==> src/rtl/scan_pkg.sv <==
package scan_pkg;
  localparam int ERR_W = 16;
  localparam logic [ERR_W-1:0] ERR_NONE  = 16'h0000;
  localparam logic [ERR_W-1:0] ERR_RANGE = 16'h000E;

  typedef enum logic {
    ST_IDLE,
    ST_SCAN
  } scan_state_e;
endpackage

==> src/rtl/mask_bank.sv <==
module mask_bank #(
  parameter int PAT_W   = 16,
  parameter int N_STEPS = 16,
  localparam int IDX_W  = $clog2(N_STEPS)
) (
  input  logic             clk_i,
  input  logic             rst_ni,
  input  logic             we_i,
  input  logic [IDX_W-1:0] waddr_i,
  input  logic [PAT_W-1:0] wdata_i,
  input  logic [IDX_W-1:0] raddr_i,
  output logic [PAT_W-1:0] rdata_o
);
  logic [PAT_W-1:0] row_q [N_STEPS];

  for (genvar g = 0; g < N_STEPS; g++) begin : g_row
    always_ff @(posedge clk_i or negedge rst_ni) begin
      if (!rst_ni)                                row_q[g] <= '0;
      else if (we_i && waddr_i == IDX_W'(g))      row_q[g] <= wdata_i;
    end
  end

  assign rdata_o = row_q[raddr_i];
endmodule

==> src/rtl/step_match.sv <==
module step_match #(
  parameter int PAT_W = 16
) (
  input  logic [PAT_W-1:0] mask_i,
  input  logic [PAT_W-1:0] pat_i,
  output logic             eq_o
);
  assign eq_o = ~|(mask_i ^ pat_i);
endmodule

==> src/rtl/scan_ctrl.sv <==
module scan_ctrl
  import scan_pkg::*;
#(
  parameter int PAT_W   = 16,
  parameter int N_STEPS = 16,
  parameter int LAST_W  = 8,
  localparam int IDX_W  = $clog2(N_STEPS),
  localparam int STEP_W = $clog2(N_STEPS + 1)
) (
  input  logic              clk_i,
  input  logic              rst_ni,
  input  logic              start_i,
  input  logic [LAST_W-1:0] last_i,
  input  logic [PAT_W-1:0]  pat_i,
  input  logic              match_i,
  output logic [IDX_W-1:0]  idx_o,
  output logic [PAT_W-1:0]  pat_o,
  output logic              busy_o,
  output logic              done_o,
  output logic              hit_o,
  output logic [STEP_W-1:0] step_o,
  output logic              eno_o,
  output logic [ERR_W-1:0]  err_o
);
  localparam logic [LAST_W-1:0] LAST_MAX = LAST_W'(N_STEPS - 1);

  scan_state_e       state_q;
  logic [IDX_W-1:0]  idx_q, lim_q;
  logic [PAT_W-1:0]  pat_q;
  logic              done_q, hit_q, eno_q;
  logic [STEP_W-1:0] step_q;
  logic [ERR_W-1:0]  err_q;

  always_ff @(posedge clk_i or negedge rst_ni) begin
    if (!rst_ni) begin
      state_q <= ST_IDLE;
      idx_q   <= '0;
      lim_q   <= '0;
      pat_q   <= '0;
      done_q  <= 1'b0;
      hit_q   <= 1'b0;
      step_q  <= '0;
      eno_q   <= 1'b0;
      err_q   <= '0;
    end else begin
      done_q <= 1'b0;
      unique case (state_q)
        ST_IDLE: begin
          if (start_i) begin
            if (last_i > LAST_MAX) begin
              // abort without scanning
              done_q <= 1'b1;
              hit_q  <= 1'b0;
              step_q <= '0;
              eno_q  <= 1'b0;
              err_q  <= ERR_RANGE;
            end else begin
              state_q <= ST_SCAN;
              idx_q   <= '0;
              lim_q   <= last_i[IDX_W-1:0];
              pat_q   <= pat_i;
            end
          end
        end
        ST_SCAN: begin
          if (match_i) begin
            state_q <= ST_IDLE;
            done_q  <= 1'b1;
            hit_q   <= 1'b1;
            step_q  <= STEP_W'(idx_q);
            eno_q   <= 1'b1;
            err_q   <= ERR_NONE;
          end else if (idx_q == lim_q) begin
            state_q <= ST_IDLE;
            done_q  <= 1'b1;
            hit_q   <= 1'b0;
            step_q  <= STEP_W'(lim_q) + STEP_W'(1);
            eno_q   <= 1'b1;
            err_q   <= ERR_NONE;
          end else begin
            idx_q <= idx_q + 1'b1;
          end
        end
        default: state_q <= ST_IDLE;
      endcase
    end
  end

  assign idx_o  = idx_q;
  assign pat_o  = pat_q;
  assign busy_o = (state_q == ST_SCAN);
  assign done_o = done_q;
  assign hit_o  = hit_q;
  assign step_o = step_q;
  assign eno_o  = eno_q;
  assign err_o  = err_q;
endmodule

==> src/rtl/pattern_scan_cmp.sv <==
module pattern_scan_cmp
  import scan_pkg::*;
#(
  parameter int PAT_W   = 16,
  parameter int N_STEPS = 16,
  parameter int LAST_W  = 8,
  localparam int IDX_W  = $clog2(N_STEPS),
  localparam int STEP_W = $clog2(N_STEPS + 1)
) (
  input  logic              clk_i,
  input  logic              rst_ni,
  input  logic              wr_en_i,
  input  logic [IDX_W-1:0]  wr_step_i,
  input  logic [PAT_W-1:0]  wr_mask_i,
  input  logic              last_we_i,
  input  logic [LAST_W-1:0] last_i,
  input  logic              req_i,
  input  logic              en_i,
  input  logic [PAT_W-1:0]  pat_i,
  output logic              done_o,
  output logic              hit_o,
  output logic [STEP_W-1:0] step_o,
  output logic              eno_o,
  output logic [ERR_W-1:0]  err_o
);
  logic [LAST_W-1:0] last_q;
  logic [IDX_W-1:0]  rd_idx;
  logic [PAT_W-1:0]  rd_mask, cur_pat;
  logic              match, busy, start;

  always_ff @(posedge clk_i or negedge rst_ni) begin
    if (!rst_ni)        last_q <= '0;
    else if (last_we_i) last_q <= last_i;
  end

  assign start = req_i & en_i;

  mask_bank #(.PAT_W(PAT_W), .N_STEPS(N_STEPS)) u_bank (
    .clk_i   (clk_i),
    .rst_ni  (rst_ni),
    .we_i    (wr_en_i),
    .waddr_i (wr_step_i),
    .wdata_i (wr_mask_i),
    .raddr_i (rd_idx),
    .rdata_o (rd_mask)
  );

  step_match #(.PAT_W(PAT_W)) u_match (
    .mask_i (rd_mask),
    .pat_i  (cur_pat),
    .eq_o   (match)
  );

  scan_ctrl #(.PAT_W(PAT_W), .N_STEPS(N_STEPS), .LAST_W(LAST_W)) u_ctrl (
    .clk_i   (clk_i),
    .rst_ni  (rst_ni),
    .start_i (start),
    .last_i  (last_q),
    .pat_i   (pat_i),
    .match_i (match),
    .idx_o   (rd_idx),
    .pat_o   (cur_pat),
    .busy_o  (busy),
    .done_o  (done_o),
    .hit_o   (hit_o),
    .step_o  (step_o),
    .eno_o   (eno_o),
    .err_o   (err_o)
  );
endmodule

==> config.mk <==
export PLATFORM = sky130hd
export DESIGN_NAME = pattern_scan_cmp
export DESIGN_NICKNAME = d
export VERILOG_FILES = /design/src/rtl/scan_pkg.sv /design/src/rtl/mask_bank.sv /design/src/rtl/step_match.sv /design/src/rtl/scan_ctrl.sv /design/src/rtl/pattern_scan_cmp.sv
export SDC_FILE = /design/constraint.sdc
export NUM_CORES = 1
export LEC_CHECK = 0
export BUFFER_PORTS_ARGS = -buffer_cell sky130_fd_sc_hd__buf_2
export CORE_ASPECT_RATIO = 1.1
export CORE_MARGIN = 5
export CORE_UTILIZATION = 55
export DETAILED_ROUTE_END_ITERATION = 16
export MAX_ROUTING_LAYER = met4
export PLACE_DENSITY = 0.76
export SYNTH_ARGS = -nofsm -noshare
export SYNTH_HDL_FRONTEND = slang
export SYNTH_SLANG_ARGS = --single-unit
==> constraint.sdc <==
create_clock -name clk_i -period 2.9 [get_ports clk_i]
set_clock_uncertainty 0.2 [all_clocks]
set_input_delay 0.145 -clock clk_i [delete_from_list [all_inputs] [get_ports clk_i]]
set_output_delay 0.145 -clock clk_i [all_outputs]
set_load 0.1 [all_outputs]
Yosys cells after proc, flatten, opt, wreduce, memory -nomap -nowiden
Index checks and enable logic that the tools add are counted.
Operators by class
  add/sub/neg operators: 2
  multipliers: 0
  divide/modulo/power cells: 0
  order comparisons: 2
  equality and inequality tests: 22
  shifts and indexed selects: 0
  multiplexer cells: 36
  bitwise logic cells: 5
  reductions and logical operators: 21
Operators by type and width (count)
  $mux 16: 6
  $bmux 16 s4: 1
  $eq 4x4->1 const B: 8
  $pmux 16 s2: 1
  $mux 5: 4
  $eq 4x3->1 const B: 4
  $logic_and 1x1->1: 16
  $mux 4: 4
  $reduce_or 16->1: 1
  $xor 16x16->16: 1
  $mux 1: 14
  $pmux 5 s2: 1
  $eq 4x2->1 const B: 2
  $gt 8x4->1 const B: 1
  $ne 2x2->1 const B: 4
  $pmux 1 s2: 4
  $pmux 4 s2: 1
  $reduce_and 3->1: 2
  $add 4x1->5 const B: 1
  $ge 5x5->1 const B: 1
  $not 4->5: 1
  $add 4x1->4 const B: 1
  $eq 4x1->1 const B: 1
  $eq 4x4->1: 1
  other kinds (6): 7
Word-level totals
  flip-flop bits (word level): 313
  bits in latches: 0
  memory bits (writable): 0
  memory bits (read-only): 0
  input bits: 50
  logic and storage cells: 114
  memories: 0

Depth between registers and ports, before layout
Gate-level depths: netlist of run 1.
  word-level depth: 8
  mapped depth: 12
  depth with buffers taken out: 9

Hierarchy
Synthesis of run 1 repeated with hierarchy kept, for this count alone.
Unflattened totals
  cells, all modules: 883
  area total of the unflattened synthesis: 13601.8 um^2
By module, submodules not included
  mask_bank: times used 1, cells each 711, area each 11458.5 um^2, sequential area each 6406.1 um^2
  scan_ctrl: times used 1, cells each 133, area each 1627.8 um^2, sequential area each 850.8 um^2
  pattern_scan_cmp: times used 1, cells each 18, area each 337.8 um^2, sequential area each 200.2 um^2
  step_match: times used 1, cells each 21, area each 177.7 um^2, sequential area each 0.0 um^2

Worst setup path after synthesis of run 1
No wires, ideal clock.
  path type: reg2reg
  from: reg u_ctrl.idx_q[0], in the netlist u_ctrl.idx_o[0]
  to: reg u_ctrl.step_q[3], in the netlist u_ctrl.step_o[3]
  setup time: 0.126 ns
  arrival: 2.786 ns
  slack: -0.212 ns
  stages on the path, launching flop included: 10
  path buffers: 2
  period minus slack after synthesis: 3.112 ns
  cell sequence: dfrtp_1 -> buf_6 -> buf_6 -> mux4_2 -> mux4_2 -> xor2_1 -> nor4_2 -> a31o_2 -> a21oi_2 -> a221o_1
Between the ends
  cells in the longest elaborated chain, start to end: 8
RTL lines
  start, declared: RTL line scan_ctrl.sv:28  | logic [IDX_W-1:0] idx_q, lim_q;
  start signal, assigned: RTL line scan_ctrl.sv:81  | idx_q <= idx_q + 1'b1;
  $not 4->5 (not written as such): RTL line mask_bank.sv:23  | assign rdata_o = row_q[raddr_i];
  $bmux 16 s4: RTL line mask_bank.sv:23
  $mux 16 (not written as such) (2 in a row): RTL line mask_bank.sv:23
  $xor 16x16->16: RTL line step_match.sv:8  | assign eq_o = ~|(mask_i ^ pat_i);
  $reduce_or 16->1: RTL line step_match.sv:8
  $ne 3x3->1 (no source line) / $mux 5 (equally long branches)
  $reduce_and 3->1 (no source line) / $pmux 5 s2 (equally long branches)
  end signal, assigned: RTL line scan_ctrl.sv:70  | step_q <= STEP_W'(idx_q);
  end signal, assigned: RTL line scan_ctrl.sv:77  | step_q <= STEP_W'(lim_q) + STEP_W'(1);
  end, declared: RTL line scan_ctrl.sv:31  | logic [STEP_W-1:0] step_q;
Parallel ways exist; a longest one is shown, timed or not. The select of a mux whose other input is x is not followed.
A chain may end at the register's enable or synchronous reset.

Worst setup path after layout of run 1
Same ends and word-level chain as after synthesis.

==> results of run 1 <==
[placed cells by master (no fill, tap or decap), drive strengths merged, types with 2 or more instances in the layout]
| cell | netlist | layout |
|---|---|---|
| dlygate4sd3 | 0 | 63 |
| a221oi | 2 | 2 |
| dfrtp | 298 | 298 |
| nand3 | 6 | 6 |
| mux2 | 288 | 288 |
| o2bb2ai | 2 | 2 |
| a221o | 2 | 2 |
| nand3b | 4 | 4 |
| clkinv | 0 | 8 |
| conb | 1 | 13 |
| a22o | 4 | 4 |
| nor4 | 2 | 2 |
| ha | 2 | 2 |
| o21ai | 3 | 3 |
| nand2 | 7 | 7 |
| inv | 7 | 7 |
| nand2b | 5 | 5 |
| bufinv | 0 | 4 |
| a21oi | 4 | 4 |
| nor2b | 6 | 6 |
| mux4 | 71 | 71 |
| or3 | 3 | 3 |
| mux2i | 19 | 19 |
| xor2 | 11 | 11 |
| nand4 | 4 | 4 |
| xnor2 | 9 | 9 |
| nor2 | 20 | 20 |
| buf | 34 | 131 |
| and2 | 2 | 2 |
| clkbuf | 41 | 43 |
[timing repair]
| action | 4_1_cts | 5_1_grt |
|---|---|---|
| gates resized for setup | 16 | 8 |
| buffers inserted | 6 | 2 |
| setup endpoints to repair | 14 | 14 |
| endpoints found under the hold margin | 562 | 0 |
| hold buffers | 63 | 0 |
| cloned | 1 | 0 |
| pin swaps | 1 | 6 |
[flip-flops by register name, indices dropped and copies added, names as in the netlist, 4 cells and up]
register / flops
u_ctrl.step_o: 5
u_bank.row_q: 256
last_q: 8
u_ctrl.idx_o: 4
u_ctrl.pat_o: 16
u_ctrl.lim_q: 4
[cells by family (layout without fill, tap and decap cells)]
family	count (synthesis)	after routing
AOI/OAI and AO/OA	25	25
xor gates and xnor gates	20	20
adders and majority gates	2	2
buffers and inverters	82	257
DFF	298	298
muxes	378	378
other	1	14
and+or+nand+nor	64	64
[worst reg2reg max path, stage by stage, from the launching register on]
cell                        delay (ps)
sky130_fd_sc_hd__dfrtp_4           480
sky130_fd_sc_hd__buf_4             150
sky130_fd_sc_hd__buf_12            130
sky130_fd_sc_hd__buf_8             140
sky130_fd_sc_hd__mux4_2            500
sky130_fd_sc_hd__a22o_1            260
sky130_fd_sc_hd__or3_1             370
sky130_fd_sc_hd__a2111oi_4         470
sky130_fd_sc_hd__a31o_4            260
sky130_fd_sc_hd__a21oi_4            80
sky130_fd_sc_hd__a221o_1           330
[metal layers]
metal | vias to the layer above | track usage (%) | wire length, um
met5 | - | - | 0
met4 | 0 | 7.171 | 927
met3 | 58 | 3.286 | 1437
li1 | 3533 | - | -
met2 | 214 | 39.13 | 16090
met1 | 4316 | 32.67 | 13820
[through the flow]
stage          hold WS (ps)  TNS [ps]  power, mW  instances  util [%]
5_1_grt               73.61     -8781      16.54       1368     67.76
4_1_cts               30.10     -6109      15.79       1366     67.63
3_5_place_dp          13.33     -8545      11.24       1240     60.02
6_report              8.128     -6807      15.76       1368     67.76
2_1_floorplan        -350.6    -929.3      9.674        882         -
3_3_place_gp          9.097     -8467      11.11       1240     60.02
[cell type report]
| cell class | count | area [um^2] |
|---|---|---|
| Tap cell | 310 | 387.9 |
| Clock inverter | 13 | 167.7 |
| Antenna cell | 1 | 2.502 |
| Timing Repair Buffer | 194 | 1650 |
| Clock buffer | 43 | 910.9 |
| Sequential cell | 298 | 7462 |
| Fill cell | 1628 | 7890 |
| Inverter | 7 | 26.28 |
| Multi-Input combinational cell | 502 | 5976 |
[path summary, 6_finish.rpt]
path | from | end | slack [ps] | cells after the start
max | u_ctrl.idx_o[0]$_DFFE_PN0P_ | u_ctrl.step_o[3]$_DFFE_PN0P_ | -570 | 10
min | rst_ni | u_bank.row_q[252]$_DFFE_PN0P_ | 8 | 2
max reg2reg | u_ctrl.idx_o[0]$_DFFE_PN0P_ | u_ctrl.step_o[3]$_DFFE_PN0P_ | -570 | 10
min reg2reg | u_bank.row_q[25]$_DFFE_PN0P_ | u_bank.row_q[25]$_DFFE_PN0P_ | 300 | 1
max in group asynchronous | rst_ni | last_q[3]$_DFFE_PN0P_ | 1640 | 3
min in group clk_i | pat_i[7] | u_ctrl.pat_o[7]$_DFFE_PN0P_ | 170 | 3
[report_power, final]
part | internal, mW | switching (mW) | total (mW)
clock | 2.53 | 1.59 | 4.12
sequential | 5.18 | 0.680 | 5.86
combinational | 3.21 | 2.57 | 5.78
==> out/qor.tcl, run 1 <==
set qor(synth_warn) 0
set qor(design.core.area_mm2) 0.02447
set qor(cts.htree.levels) 1
set qor(stdcell_area_mm2) 0.01658
set qor(powerDensity_mw_per_mm2) 950.6
set qor(synthesis.instances) 870
set qor(grt_max_degree) 84
set qor(post_drt_via_cell_ratio) 5.936
set qor(io_buffer_count) 60
set qor(hold_path.class) {in -> async}
set qor(worst-endpoint-required_ps) 3120
set qor(layout_worst_path_cycle_share_pct) 119.6
set qor(cp_slowest_stage_delay_ps) 500
set qor(worst_slack_ps) -569.1
set qor(synth-compound-area-share_pct) 1.501
set qor(dieWidth_um) 160.3
set qor(post_dp_cell_area_mm2) 0.01469
set qor(number_of_rows_created_at_floorplan) 60
set qor(worst_skew_pair.late_latency_ps) 550
set qor(estimated_wirelength_of_the_detail_placed_design_um) 19110
set qor(ant_nets) 0
set qor(numCtsBuffers) 31
set qor(yosys.area_share.simple_pct) 2.572
set qor(synth.most_common_cell) {sky130_fd_sc_hd__dfrtp_1}
set qor(grt_antenna_before_repair) 1
set qor(synthFlopType) {sky130_fd_sc_hd__dfrtp_1}
set qor(max_cap_violations) 0
set qor(post_synth_mux_area_share_pct) 36.82
set qor(rsz0062_at_grt) {yes}
set qor(route.detailed.drc) 0
set qor(top_level_ports) 74
set qor(synth_cell_types) 47
set qor(transition_time_of_the_tightest_slew_check_pin_ps) 1148
set qor(synth_area_mm2) 0.01367
set qor(cts_root_buffer) {sky130_fd_sc_hd__clkbuf_16}
set qor(place.gp.congestion) 0.7955
set qor(cp_max_fo) 8
set qor(static-leakage-power_nw) 7.254
set qor(dr_pass1_iterations) 4
set qor(finalNetCount) 1086
set qor(finalMaxSlewViolations) 0
set qor(leading_cell_types_by_total_area_after_synthesis) {sky130_fd_sc_hd__dfrtp_1, sky130_fd_sc_hd__mux2_2, sky130_fd_sc_hd__mux4_2, sky130_fd_sc_hd__mux2i_1, sky130_fd_sc_hd__clkbuf_1}
set qor(peak_supply_drop_v) 0.0005082
set qor(avgRoutedWirePerCell_um) 23.59
set qor(wirelength_um) 32270
set qor(clock_tree.buffer_depth) 3
set qor(status) {finished with violations}
set qor(cts.reportedPaths.clkPinSlew_ps) 60
set qor(crit_path_end_kind) {flip-flop}
set qor(via_count) 8121
set qor(clock.fmax_mhz) 288.3
set qor(initial_core_utilization_pct) 55.85
set qor(die_y_um) 175.3
set qor(first_iter_violations) 450
set qor(area_share_of_the_leading_cell_type_in_the_synthesized_netlist_pct) 54.56
set qor(path_delay_family) {compound AO/OA/AOI/OAI gates}
set qor(worstSetupPathType) {reg -> reg}
set qor(syn_to_final_growth_pct) 21.33
set qor(worst_setup_path_start_kind) {flip-flop}
set qor(final-setup-viol-count) 14
set qor(grt_overflow_total) 0
set qor(clock_tree_from_tritoncts) {built}
set qor(worst-endpoint-arrival_ps) 3690
set qor(post_synth.cell_area_avg_um2) 15.71
set qor(master_of_the_slowest_instance_on_the_critical_path) {sky130_fd_sc_hd__mux4_2}
set qor(failed_checks) {negative setup slack}
set qor(ys_top_cells_by_count) {sky130_fd_sc_hd__dfrtp_1, sky130_fd_sc_hd__mux2_2, sky130_fd_sc_hd__mux4_2}
set qor(floorplan.die_area_mm2) 0.02811
set qor(grtUsageTotal_pct) 24.23
set qor(synth-adder-area-share_pct) 0.1831
set qor(synth-edff-count) 0
set qor(cp_cell_sequence) {buf_4 -> buf_12 -> buf_8 -> mux4_2 -> a22o_1 -> or3_1 -> a2111oi_4 -> a31o_4 -> a21oi_4 -> a221o_1}
set qor(place_worst_setup_slack_ps) -734.2
set qor(seq_area_frac_synth_pct) 54.56
set qor(async_reset_ff_share_pct) 100.0
set qor(synth-xor-area-share_pct) 1.282
set qor(hold_viol_final) 0
set qor(combinational_family_with_the_most_area_after_synthesis) {multiplexers}
set qor(grt_pass1_vias) 8790
set qor(num_clock_sinks) 298
set qor(synthDominantAreaCellType) {sky130_fd_sc_hd__dfrtp_1}
set qor(worstPathBufferInverterCount) 3
set qor(fraction_of_final_layout_cells_with_drive_strength_greater_than_1_pct) 54.12
set qor(grt_first_pass_wirelength_um) 51670
set qor(finalWorstPathRequiredPeriod_ps) 3469
set qor(timing.max_slew.rel_slack_pct) 23.46
set qor(synth_seq_cells) 298
Note: power is estimated with default switching activity, not from simulation.
==> run 2, diff against run 1 <==
--- a/config.mk
+++ b/config.mk
@@ -9,6 +9,7 @@
 export CORE_ASPECT_RATIO = 1.1
 export CORE_MARGIN = 5
 export CORE_UTILIZATION = 55
+export CTS_BUF_LIST = sky130_fd_sc_hd__clkbuf_8 sky130_fd_sc_hd__clkbuf_16
 export DETAILED_ROUTE_END_ITERATION = 16
 export MAX_ROUTING_LAYER = met4
 export PLACE_DENSITY = 0.76
==> out/qor.tcl, run 2 (synthesis results as in run 1) <==
set qor(endpoint) {u_ctrl.step_o[3]$_DFFE_PN0P_} ;# unchanged
set qor(post_dp_cell_area_mm2) 0.01469 ;# unchanged
set qor(post-place-cells) 1240 ;# unchanged
set qor(worst-endpoint-required_ps) 3120 ;# about the same
set qor(number_of_rows_created_at_floorplan) 60 ;# unchanged
set qor(worstSetupPathType) {reg -> reg} ;# unchanged
set qor(cts_root_buffer) {sky130_fd_sc_hd__clkbuf_16} ;# unchanged
set qor(static-leakage-power_nw) 7.266 ;# was 7.254 nW
set qor(rsz0062_at_grt) {yes} ;# unchanged
set qor(cts.htree.levels) 1 ;# unchanged
set qor(worst_skew_pair.late_latency_ps) 550 ;# about the same
set qor(setup_tns_ps) -6775 ;# was -6807 ps
set qor(post-route-util_pct) 67.76 ;# unchanged
set qor(rrSetupSlack_ps) -570 ;# about the same
set qor(smallest_hold_slack_ps) 5.689 ;# was 8.128 ps
set qor(floorplan.die_area_mm2) 0.02811 ;# unchanged
set qor(post_drt_via_cell_ratio) 5.966 ;# was 5.936
set qor(failed_checks) {negative setup slack} ;# unchanged
set qor(dr_pass1_iterations) 4 ;# unchanged
set qor(crit_path_end_kind) {flip-flop} ;# unchanged
set qor(r2r-end) {u_ctrl.step_o[3]$_DFFE_PN0P_} ;# unchanged
set qor(finalMaxSlewViolations) 0 ;# unchanged
set qor(clock.fmax_mhz) 288.4 ;# was 288.3 MHz
set qor(ant_nets) 0 ;# unchanged
set qor(final_cell_mix) {sky130_fd_sc_hd__dfrtp_1, sky130_fd_sc_hd__mux2_2, sky130_fd_sc_hd__mux4_2} ;# unchanged
set qor(numCtsBuffers) 31 ;# unchanged
set qor(design.core.area_mm2) 0.02447 ;# unchanged
set qor(r2r-start) {u_ctrl.idx_o[0]$_DFFE_PN0P_} ;# unchanged
set qor(grtUsageTotal_pct) 24.23 ;# unchanged
set qor(startpoint) {u_ctrl.idx_o[0]$_DFFE_PN0P_} ;# unchanged
set qor(worst_slack_ps) -567.5 ;# was -569.1 ps
set qor(cts.reportedPaths.clkPinSlew_ps) 60 ;# about the same
set qor(p_total_mw) 15.75 ;# was 15.76 mW
set qor(syn_to_final_growth_pct) 21.33 ;# unchanged
set qor(avgRoutedWirePerCell_um) 23.62 ;# was 23.59 um
set qor(dieWidth_um) 160.3 ;# unchanged
set qor(grt_overflow_total) 0 ;# unchanged
set qor(worst-endpoint-arrival_ps) 3690 ;# about the same
set qor(top_level_ports) 74 ;# unchanged
set qor(num-fill-cells) 1628 ;# unchanged
set qor(final-setup-viol-count) 14 ;# unchanged
set qor(status) {finished with violations} ;# unchanged
set qor(initial_core_utilization_pct) 55.85 ;# unchanged
set qor(finalNetCount) 1086 ;# unchanged
set qor(hold_viol_final) 0 ;# unchanged
set qor(num_clock_sinks) 298 ;# unchanged
set qor(hold_path.class) {in -> async} ;# unchanged
set qor(io_buffer_count) 60 ;# unchanged
set qor(peak_supply_drop_v) 0.0005137 ;# was 0.0005082 V
set qor(via_count) 8161 ;# was 8121
set qor(max_cap_violations) 0 ;# unchanged
set qor(first_iter_violations) 452 ;# was 450
set qor(clock_tree_from_tritoncts) {built} ;# unchanged
set qor(stdcell_area_mm2) 0.01658 ;# unchanged
set qor(die_y_um) 175.3 ;# unchanged
set qor(powerDensity_mw_per_mm2) 949.9 ;# was 950.6 mW/mm^2
set qor(grt_antenna_before_repair) 1 ;# unchanged
set qor(grt_max_degree) 84 ;# unchanged
set qor(fraction_of_final_layout_cells_with_drive_strength_greater_than_1_pct) 54.12 ;# unchanged
set qor(final-instance-count-excl-fill) 1368 ;# unchanged
set qor(largest_register_ffs) 256 ;# unchanged
set qor(grt_first_pass_wirelength_um) 51670 ;# unchanged
set qor(cp_max_fo) 8 ;# unchanged
set qor(estimated_wirelength_of_the_detail_placed_design_um) 19110 ;# unchanged
set qor(layout_worst_path_cycle_share_pct) 119.6 ;# about the same
set qor(route.detailed.drc) 0 ;# unchanged
set qor(reg2regPathDepth) 10 ;# unchanged
set qor(place.gp.congestion) 0.7955 ;# unchanged
set qor(place_worst_setup_slack_ps) -734.2 ;# unchanged
set qor(clock_tree.buffer_depth) 3 ;# unchanged
set qor(grt_pass1_vias) 8790 ;# unchanged
set qor(layout_commonest_cell) {sky130_fd_sc_hd__dfrtp_1} ;# unchanged
set qor(timing.max_slew.rel_slack_pct) 21.79 ;# was 23.46%
set qor(registers.top_by_ff_count) {u_bank.row_q} ;# unchanged
set qor(wirelength_um) 32310 ;# was 32270 um
set qor(transition_time_of_the_tightest_slew_check_pin_ps) 1173 ;# was 1148 ps
set qor(finalWorstPathRequiredPeriod_ps) 3468 ;# was 3469 ps
set qor(worst_setup_path_start_kind) {flip-flop} ;# unchanged
==> run 2: changes by cell type in the layout (fill, tap and decap cells not counted) <==
cell	previous run	this run
sky130_fd_sc_hd__inv_1	5	8
sky130_fd_sc_hd__clkbuf_1	3	0
==> run 2: worst min-delay path by stage <==
stage | startpoint | end | slack, ps | depth (start not counted)
after global routing | rst_ni | u_bank.row_q[252]$_DFFE_PN0P_ | 70 | 2
final | rst_ni | u_bank.row_q[252]$_DFFE_PN0P_ | 6 | 2
after floorplan | rst_ni | last_q[0]$_DFFE_PN0P_ | -350 | 0
after CTS | rst_ni | u_bank.row_q[252]$_DFFE_PN0P_ | 30 | 2
after global placement | rst_ni | u_bank.row_q[220]$_DFFE_PN0P_ | 9 | 1
after detailed placement | rst_ni | u_bank.row_q[28]$_DFFE_PN0P_ | 10 | 1
==> run 2: critical path: stages (launching register included) <==
cell	delay, ps
sky130_fd_sc_hd__dfrtp_4	480
sky130_fd_sc_hd__buf_4	140
sky130_fd_sc_hd__buf_12	130
sky130_fd_sc_hd__buf_8	140
sky130_fd_sc_hd__mux4_2	510
sky130_fd_sc_hd__a22o_1	250
sky130_fd_sc_hd__or3_1	370
sky130_fd_sc_hd__a2111oi_4	460
sky130_fd_sc_hd__a31o_4	260
sky130_fd_sc_hd__a21oi_4	80
sky130_fd_sc_hd__a221o_1	330
==> run 2: cell type report <==
| type | instances | area, um^2 | area share [%] |
|---|---|---|---|
| multi-input cells | 502 | 5976 | 36.03 |
| well taps | 310 | 387.9 | 2.339 |
| repair buffers | 194 | 1650 | 9.952 |
| clock buffers | 40 | 899.6 | 5.425 |
| flip-flops and latches | 298 | 7462 | 45.00 |
| diodes | 1 | 2.502 | 0.01509 |
| inverters | 7 | 26.28 | 0.1584 |
| clock inverters | 16 | 178.9 | 1.079 |
==> run 2: report_power, final <==
group          switching (mW)  internal, mW  leakage (nW)
Combinational            2.57          3.21          3.05
Clock                    1.60          2.52         0.551
Sequential              0.680          5.18          3.67
Total                    4.84          10.9          7.27
==> run 2: per-layer routing <==
layer / vias up / wire length, um / GRT usage (%)
li1: 3532 / - / -
met1: 4337 / 13580 / 32.67
met2: 234 / 16080 / 39.13
met3: 58 / 1702 / 3.286
met4: 0 / 942 / 7.171
met5: - / 0 / -
==> run 2: timing repair <==
item                                   CTS  global route
hold buffers                            63             0
endpoints found under the hold margin  562             0
gates resized for setup                 16             8
setup endpoints to repair               14            14
setup buffers                            6             2
pin swaps                                1             6
gates cloned                             1             0
